===== src/rtl/rxr_pkg.sv =====
package rxr_pkg;
    localparam int DW      = 32;
    localparam int LEN_W   = 16;
    localparam int E_BIT   = 15;
    localparam int W_BIT   = 13;

    typedef enum logic [2:0] {
        ST_IDLE,
        ST_CTL,
        ST_PTR,
        ST_HAND,
        ST_WB
    } rxr_state_e;

    typedef struct packed {
        rxr_state_e         st;
        logic [LEN_W-1:0]   ctl;
        logic [DW-1:0]      ptr;
        logic [LEN_W-1:0]   len;
        logic               evt;
    } rxr_fsm_s;
endpackage


===== src/rtl/rxr_active.sv =====
module rxr_active (
    input  logic clk,
    input  logic rst_n,
    input  logic set_i,
    input  logic clr_i,
    output logic active_o
);
    logic active_d, active_q;

    always_comb begin
        active_d = active_q;
        if (clr_i) active_d = 1'b0;
        if (set_i) active_d = 1'b1;
    end

    always_ff @(posedge clk) begin
        if (!rst_n) active_q <= 1'b0;
        else        active_q <= active_d;
    end

    assign active_o = active_q;

    AST_SET_WINS: assert property (@(posedge clk) disable iff (!rst_n)
        set_i |=> active_o);
    AST_SELF_CLEAR: assert property (@(posedge clk) disable iff (!rst_n)
        clr_i && !set_i |=> !active_o);
endmodule


===== src/rtl/rxr_index.sv =====
module rxr_index #(
    parameter int          AW        = 32,
    parameter logic [31:0] RING_BASE = 32'h0000_1000,
    parameter int          STRIDE    = 8
) (
    input  logic          clk,
    input  logic          rst_n,
    input  logic          adv_i,
    input  logic          wrap_i,
    input  logic          home_i,
    output logic [AW-1:0] idx_o
);
    localparam logic [AW-1:0] BASE_A = RING_BASE[AW-1:0];
    localparam logic [AW-1:0] STEP_A = AW'(STRIDE);

    logic [AW-1:0] idx_d, idx_q;

    always_comb begin
        idx_d = idx_q;
        if (home_i)
            idx_d = BASE_A;
        else if (adv_i)
            idx_d = wrap_i ? BASE_A : idx_q + STEP_A;
    end

    always_ff @(posedge clk) begin
        if (!rst_n) idx_q <= BASE_A;
        else        idx_q <= idx_d;
    end

    assign idx_o = idx_q;

    AST_WRAP_HOME: assert property (@(posedge clk) disable iff (!rst_n)
        adv_i && wrap_i |=> idx_o == BASE_A);
    AST_STEP_FWD: assert property (@(posedge clk) disable iff (!rst_n)
        adv_i && !wrap_i && !home_i |=> idx_o == $past(idx_o) + STEP_A);
endmodule


===== src/rtl/rx_ring_poller.sv =====
module rx_ring_poller
    import rxr_pkg::*;
#(
    parameter int          AW        = 32,
    parameter logic [31:0] RING_BASE = 32'h0000_1000
) (
    input  logic             clk,
    input  logic             rst_n,
    input  logic             cmd_wr,
    input  logic             eth_en,
    output logic             mem_req,
    output logic             mem_we,
    output logic [AW-1:0]    mem_addr,
    output logic [DW-1:0]    mem_wdata,
    input  logic             mem_ack,
    input  logic [DW-1:0]    mem_rdata,
    output logic             buf_valid,
    output logic [DW-1:0]    buf_ptr,
    input  logic             frame_done,
    input  logic [LEN_W-1:0] frame_len,
    output logic             rx_evt,
    output logic             active
);
    localparam int              DESC_BYTES = 8;
    localparam logic [AW-1:0]   PTR_OFS    = AW'(DESC_BYTES / 2);

    rxr_fsm_s      fsm_d, fsm_q;
    logic          clr_act, adv_idx, wrap_idx, home_idx;
    logic [AW-1:0] idx;

    rxr_active u_active (
        .clk      (clk),
        .rst_n    (rst_n),
        .set_i    (cmd_wr),
        .clr_i    (clr_act),
        .active_o (active)
    );

    rxr_index #(
        .AW        (AW),
        .RING_BASE (RING_BASE),
        .STRIDE    (DESC_BYTES)
    ) u_index (
        .clk    (clk),
        .rst_n  (rst_n),
        .adv_i  (adv_idx),
        .wrap_i (wrap_idx),
        .home_i (home_idx),
        .idx_o  (idx)
    );

    always_comb begin
        fsm_d     = fsm_q;
        fsm_d.evt = 1'b0;
        mem_req   = 1'b0;
        mem_we    = 1'b0;
        mem_addr  = idx;
        mem_wdata = {fsm_q.len, fsm_q.ctl & ~(LEN_W'(1) << E_BIT)};
        buf_valid = 1'b0;
        clr_act   = 1'b0;
        adv_idx   = 1'b0;
        wrap_idx  = 1'b0;
        home_idx  = !eth_en && (fsm_q.st == ST_IDLE);
        unique case (fsm_q.st)
            ST_IDLE: begin
                if (active && eth_en) fsm_d.st = ST_CTL;
            end
            ST_CTL: begin
                mem_req = 1'b1;
                if (mem_ack) begin
                    fsm_d.ctl = mem_rdata[LEN_W-1:0];
                    if (!eth_en) begin
                        fsm_d.st = ST_IDLE;
                    end else if (!mem_rdata[E_BIT]) begin
                        clr_act  = 1'b1;
                        fsm_d.st = ST_IDLE;
                    end else begin
                        fsm_d.st = ST_PTR;
                    end
                end
            end
            ST_PTR: begin
                mem_req  = 1'b1;
                mem_addr = idx + PTR_OFS;
                if (mem_ack) begin
                    fsm_d.ptr = mem_rdata;
                    fsm_d.st  = eth_en ? ST_HAND : ST_IDLE;
                end
            end
            ST_HAND: begin
                buf_valid = eth_en;
                if (!eth_en) begin
                    fsm_d.st = ST_IDLE;
                end else if (frame_done) begin
                    fsm_d.len = frame_len;
                    fsm_d.st  = ST_WB;
                end
            end
            ST_WB: begin
                mem_req = 1'b1;
                mem_we  = 1'b1;
                if (mem_ack) begin
                    fsm_d.evt = 1'b1;
                    adv_idx   = 1'b1;
                    wrap_idx  = fsm_q.ctl[W_BIT];
                    fsm_d.st  = ST_IDLE;
                end
            end
            default: fsm_d.st = ST_IDLE;
        endcase
    end

    always_ff @(posedge clk) begin
        if (!rst_n) begin
            fsm_q <= '{st: ST_IDLE, ctl: '0, ptr: '0, len: '0, evt: 1'b0};
        end else begin
            fsm_q <= fsm_d;
        end
    end

    assign buf_ptr = fsm_q.ptr;
    assign rx_evt  = fsm_q.evt;

    AST_FETCH_GATED: assert property (@(posedge clk) disable iff (!rst_n)
        $rose(mem_req) |-> $past(active && eth_en));
    AST_REQ_HELD: assert property (@(posedge clk) disable iff (!rst_n)
        mem_req && !mem_ack |=> mem_req && $stable(mem_addr) && $stable(mem_we));
    AST_WB_EMPTY_LOW: assert property (@(posedge clk) disable iff (!rst_n)
        mem_req && mem_we |-> !mem_wdata[E_BIT]);
    AST_EVT_AFTER_WR: assert property (@(posedge clk) disable iff (!rst_n)
        rx_evt |-> $past(mem_req && mem_we && mem_ack));
    AST_OFFER_HELD: assert property (@(posedge clk) disable iff (!rst_n)
        buf_valid && !frame_done && eth_en |=> $stable(buf_ptr));
endmodule


===== config.mk =====
export PLATFORM = sky130hd
export DESIGN_NAME = rx_ring_poller
export DESIGN_NICKNAME = d
export VERILOG_FILES = /design/src/rtl/rxr_pkg.sv /design/src/rtl/rxr_active.sv /design/src/rtl/rxr_index.sv /design/src/rtl/rx_ring_poller.sv
export SDC_FILE = /design/constraint.sdc
export NUM_CORES = 1
export LEC_CHECK = 0
export BUFFER_PORTS_ARGS = -buffer_cell sky130_fd_sc_hd__buf_2
export CELL_PAD_IN_SITES_DETAIL_PLACEMENT = 0
export CELL_PAD_IN_SITES_GLOBAL_PLACEMENT = 1
export CORE_MARGIN = 8
export CORE_UTILIZATION = 40
export CTS_CLUSTER_SIZE = 12
export DETAILED_ROUTE_END_ITERATION = 6
export GPL_TIMING_DRIVEN = 0
export PLACE_DENSITY_LB_ADDON = 0.1
export SETUP_SLACK_MARGIN = 0.05
export SLEW_MARGIN = 25
export SYNTH_ARGS = -nofsm -noshare
export SYNTH_HDL_FRONTEND = slang
export SYNTH_HIERARCHICAL = 1
export SYNTH_SLANG_ARGS = --single-unit
export TNS_END_PERCENT = 10

===== constraint.sdc =====
create_clock -name clk -period 6.5 [get_ports clk]
set_input_delay 0 -clock clk [delete_from_list [all_inputs] [get_ports clk]]
set_output_delay 0 -clock clk [all_outputs]
set_load 0.03 [all_outputs]

==> PnR_summary.wiki <==
{| class="wikitable"
! Metric !! Value
|-
| Status || completed
|-
| Die outline width || 129 um
|-
| TritonCTS clock tree || done
|-
| Die height || 129 um
|-
| GRT Total Usage || 0.176
|-
| Detail Route Antenna Nets || 0
|-
| Count of endpoints failing setup in the final report || 0
|-
| Ant. Diodes || 0
|-
| Number of primary I/O pins || 155
|-
| Buffer and inverter count on the worst path || 4
|-
| Number of levels the H-tree was split into || 3
|-
| Std cell rows || 41
|-
| Period utilisation layout || 0.435
|-
| Core Footprint || 12500 um^2
|-
| First-pass GRT wire length || 23.7 mm
|-
| Total power || 1.25 mW
|-
| Max cap viols || 0
|-
| Peak supply drop || 0.000111 V
|-
| Kind of critical path || flop to flop
|-
| Mean instance size in the synthesized netlist || 7.98 um^2
|-
| Number of antenna violations at the first check in global routing || 0
|-
| Number of flops mapped to enable cells by yosys || 0
|-
| Post-cts gate resize count || 0
|-
| Total cell area at the placement stage || 6060 um^2
|-
| Top Family by Delay on Critical Path || simple AND/OR/NAND/NOR gates
|-
| Final instance area || 6880 um^2
|-
| Synthesis-to-finish area growth || 35.3%
|-
| Clock Sinks || 97
|-
| Master of the slowest instance on the critical path || or3b_1
|-
| Worst min path class || primary input to flop
|-
| Yosys top cell area share || 0.382
|-
| Number of buffers inserted by post-CTS setup repair || 0
|-
| Start point of the worst min-delay path || frame_done
|-
| Synthesized flop and latch total || 97
|-
| Setup slack, reg-to-reg || 3.67 ns
|-
| Total Routed Length || 14.5 mm
|-
| Cell area after synthesis || 5080 um^2
|-
| Power density over the cells || 182 nW/um^2
|-
| WHS || 0.111 ns
|-
| Count of warnings emitted by yosys || 6
|-
| Cells along the critical path || clkbuf_1 -> or3b_1 -> inv_1 -> and2_1 -> buf_4 -> and4_1 -> nand4_1 -> buf_2 -> o311ai_0 -> o41ai_1
|-
| Maximum single-stage delay on the critical path || 0.44 ns
|-
| Main flop type after synthesis || dfxtp_1
|-
| Number of search-and-repair iterations in the first detailed-routing pass || 4
|-
| Library cells used by synthesis || 55
|-
| Initial DRC count || 198
|-
| Most numerous cell types in the synthesized netlist || 157 x nand2_1, 97 x dfxtp_1, 73 x a21oi_1, 69 x buf_4, 33 x xnor2_1
|-
| Cell with the most instances after synthesis || nand2_1
|-
| Weighted congestion reported at the end of routability-driven placement || 0.857
|-
| Final Worst Setup Slack || 3.67 ns
|-
| Reg-to-Reg End || u_index/idx_o[28]
|-
| Die footprint || 16600 um^2
|-
| Shortest clock period the worst path allows after layout || 2.83 ns
|-
| Clock tree root buffer cell || clkbuf_16
|-
| Cell taking the most area after synthesis || dfxtp_1
|-
| Ranking of synthesized cells by area || dfxtp_1 38%, nand2_1 12%, buf_4 10%, a21oi_1 7.2%, xnor2_1 5.7%
|-
| Maximum buffer depth of the clock tree || 2
|-
| Number of cell instances on the worst register-to-register path || 10
|-
| Number of global-route vias before repair || 4918
|-
| Routed via count || 4917
|-
| Fill count || 1278
|-
| WHS Endpoint || mem_wdata[16]
|-
| Setup repair after global routing missed its margin || no
|-
| Crit path DAT || 3.04 ns
|-
| Utilization after layout || 0.549
|-
| Worst setup skew after layout || 0.00862 ns
|-
| GRT overflow || 0
|-
| Buffers on Ports || 151
|-
| Final non-filler cell total || 1030
|-
| Hold Path Stages || 4
|-
| Nets@finish || 909
|-
| Area used by multi-input combinational logic || 2430 um^2
|-
| Layout cells sized above 1 || 0.307
|-
| Required time at the worst-slack endpoint || 6.71 ns
|-
| Final number of hold-violating endpoints || 0
|-
| Sequential-to-total area share from yosys stat || 0.382
|-
| Fmax || 354 MHz
|-
| Inserted Clock Buffers || 9
|-
| Post-route DRC || 0
|-
| Average wire per standard cell || 14.1 um
|-
| FF/Latch Area || 1940 um^2
|-
| Post-DP HPWL || 10.6 mm
|-
| Initial core utilization || 0.406
|-
| Pin count of the biggest net entering global routing || 17
|-
| Slew at the pin closest to its max-slew limit || 0.582 ns
|-
| Critical-path maximum fanout || 10
|-
| FFs w/ async S/R, synth || 0
|-
| Worst-skew pair later-pin latency || 0.35 ns
|-
| Capturing element type of the critical path || flop
|-
| Placed cells || 962
|-
| Minimum setup slack after placement || 3.65 ns
|-
| Leakage || 3.05 nW
|-
| Source of the worst register-to-register timing path || fsm_q[65]
|-
| Final TNS setup || 0 ns
|-
| Critical Path Start Type || flop
|-
| Vias per cell || 4.77
|-
| Slew headroom || 0.612
|-
| Count of final max-slew check failures || 0
|-
| Syn Inst Count || 637
|-
| Clock edge transition at the registers on the reported setup and hold paths || 0.07 ns
|}
## sequential cells by signal, indices dropped and copies added, names as in the netlist
register,count
u_index/idx_o,29
u_active/active_o,1
buf_ptr,32
mem_wdata,31
fsm_q,3
rx_evt,1
## power by group
part	switching, mW	internal (mW)	leakage [nW]	total [mW]
Clock	0.240	0.300	0.147	0.540
Combinational	0.0577	0.0536	2.12	0.111
Sequential	0.00338	0.599	0.782	0.602
Total	0.301	0.953	3.05	1.25
## per-layer routing
metal,part of all wire,routed length (um),GRT usage,up-vias
li1,-,-,-,2513
met1,0.42,6090,0.194,2277
met2,0.51,7370,0.316,102
met3,0.049,714,0.0418,25
met4,0.025,358,0.0781,0
met5,0,0,0,-
## area by class of cell
class / instances / share of cell area
Tap cell: 172 / 0.0313
Timing Repair Buffer: 203 / 0.186
Inverter: 9 / 0.00491
Clock buffer: 10 / 0.0333
Clock inverter: 6 / 0.00964
Sequential cell: 97 / 0.282
Multi-Input combinational cell: 431 / 0.354
Buffer: 102 / 0.0993
## worst max-delay path by stage
| stage | start | end | depth (start not counted) | slack, ns |
|---|---|---|---|---|
| 2_1_floorplan | fsm_q[65] | u_index/idx_o[29] | 10 | 3.95 |
| 3_3_place_gp | fsm_q[65] | u_index/idx_o[26] | 10 | 3.73 |
| 3_5_place_dp | fsm_q[65] | u_index/idx_o[26] | 10 | 3.65 |
| 4_1_cts | fsm_q[65] | u_index/idx_o[26] | 10 | 3.65 |
| 5_1_grt | fsm_q[65] | u_index/idx_o[26] | 10 | 3.48 |
| 6_report | fsm_q[65] | u_index/idx_o[28] | 10 | 3.67 |
## tightest hold or removal path, stage by stage
cell and delay [ns]:
buf_2 0.10, nand2_1 0.15, nand2_1 0.11, a21oi_1 0.05
## placed cells by master (no fill, tap or decap), types with 5 or more instances in the layout
master / instances
nand4_1: 19
xnor2_1: 33
xor2_1: 10
inv_1: 9
dfxtp_1: 97
and3_1: 6
nand2_1: 157
buf_4: 69
and4_1: 5
clkbuf_16: 9
buf_2: 160
clkbuf_1: 20
dlygate4sd3_1: 52
a21oi_1: 73
nand3_1: 26
o21ai_0: 5
nor2_1: 18
or4_1: 8
## repair_timing
action / 4_1_cts / 5_1_grt
setup endpoints to repair: 0 / 0
hold buffers: 52 / 0
endpoints found under the hold margin: 67 / 0
## kinds of logic after synthesis
kind of cell	count (synthesis)	share of synthesized area
and+or+nand+nor	281	0.283
buffers and inverters	111	0.141
AOI/OAI and AO/OA	100	0.112
DFF	97	0.382
xor gates and xnor gates	43	0.0741
adders and majority gates	2	0.00492
other	2	0.00148
muxes	1	0.00197
(Power assumes the default switching activity.)
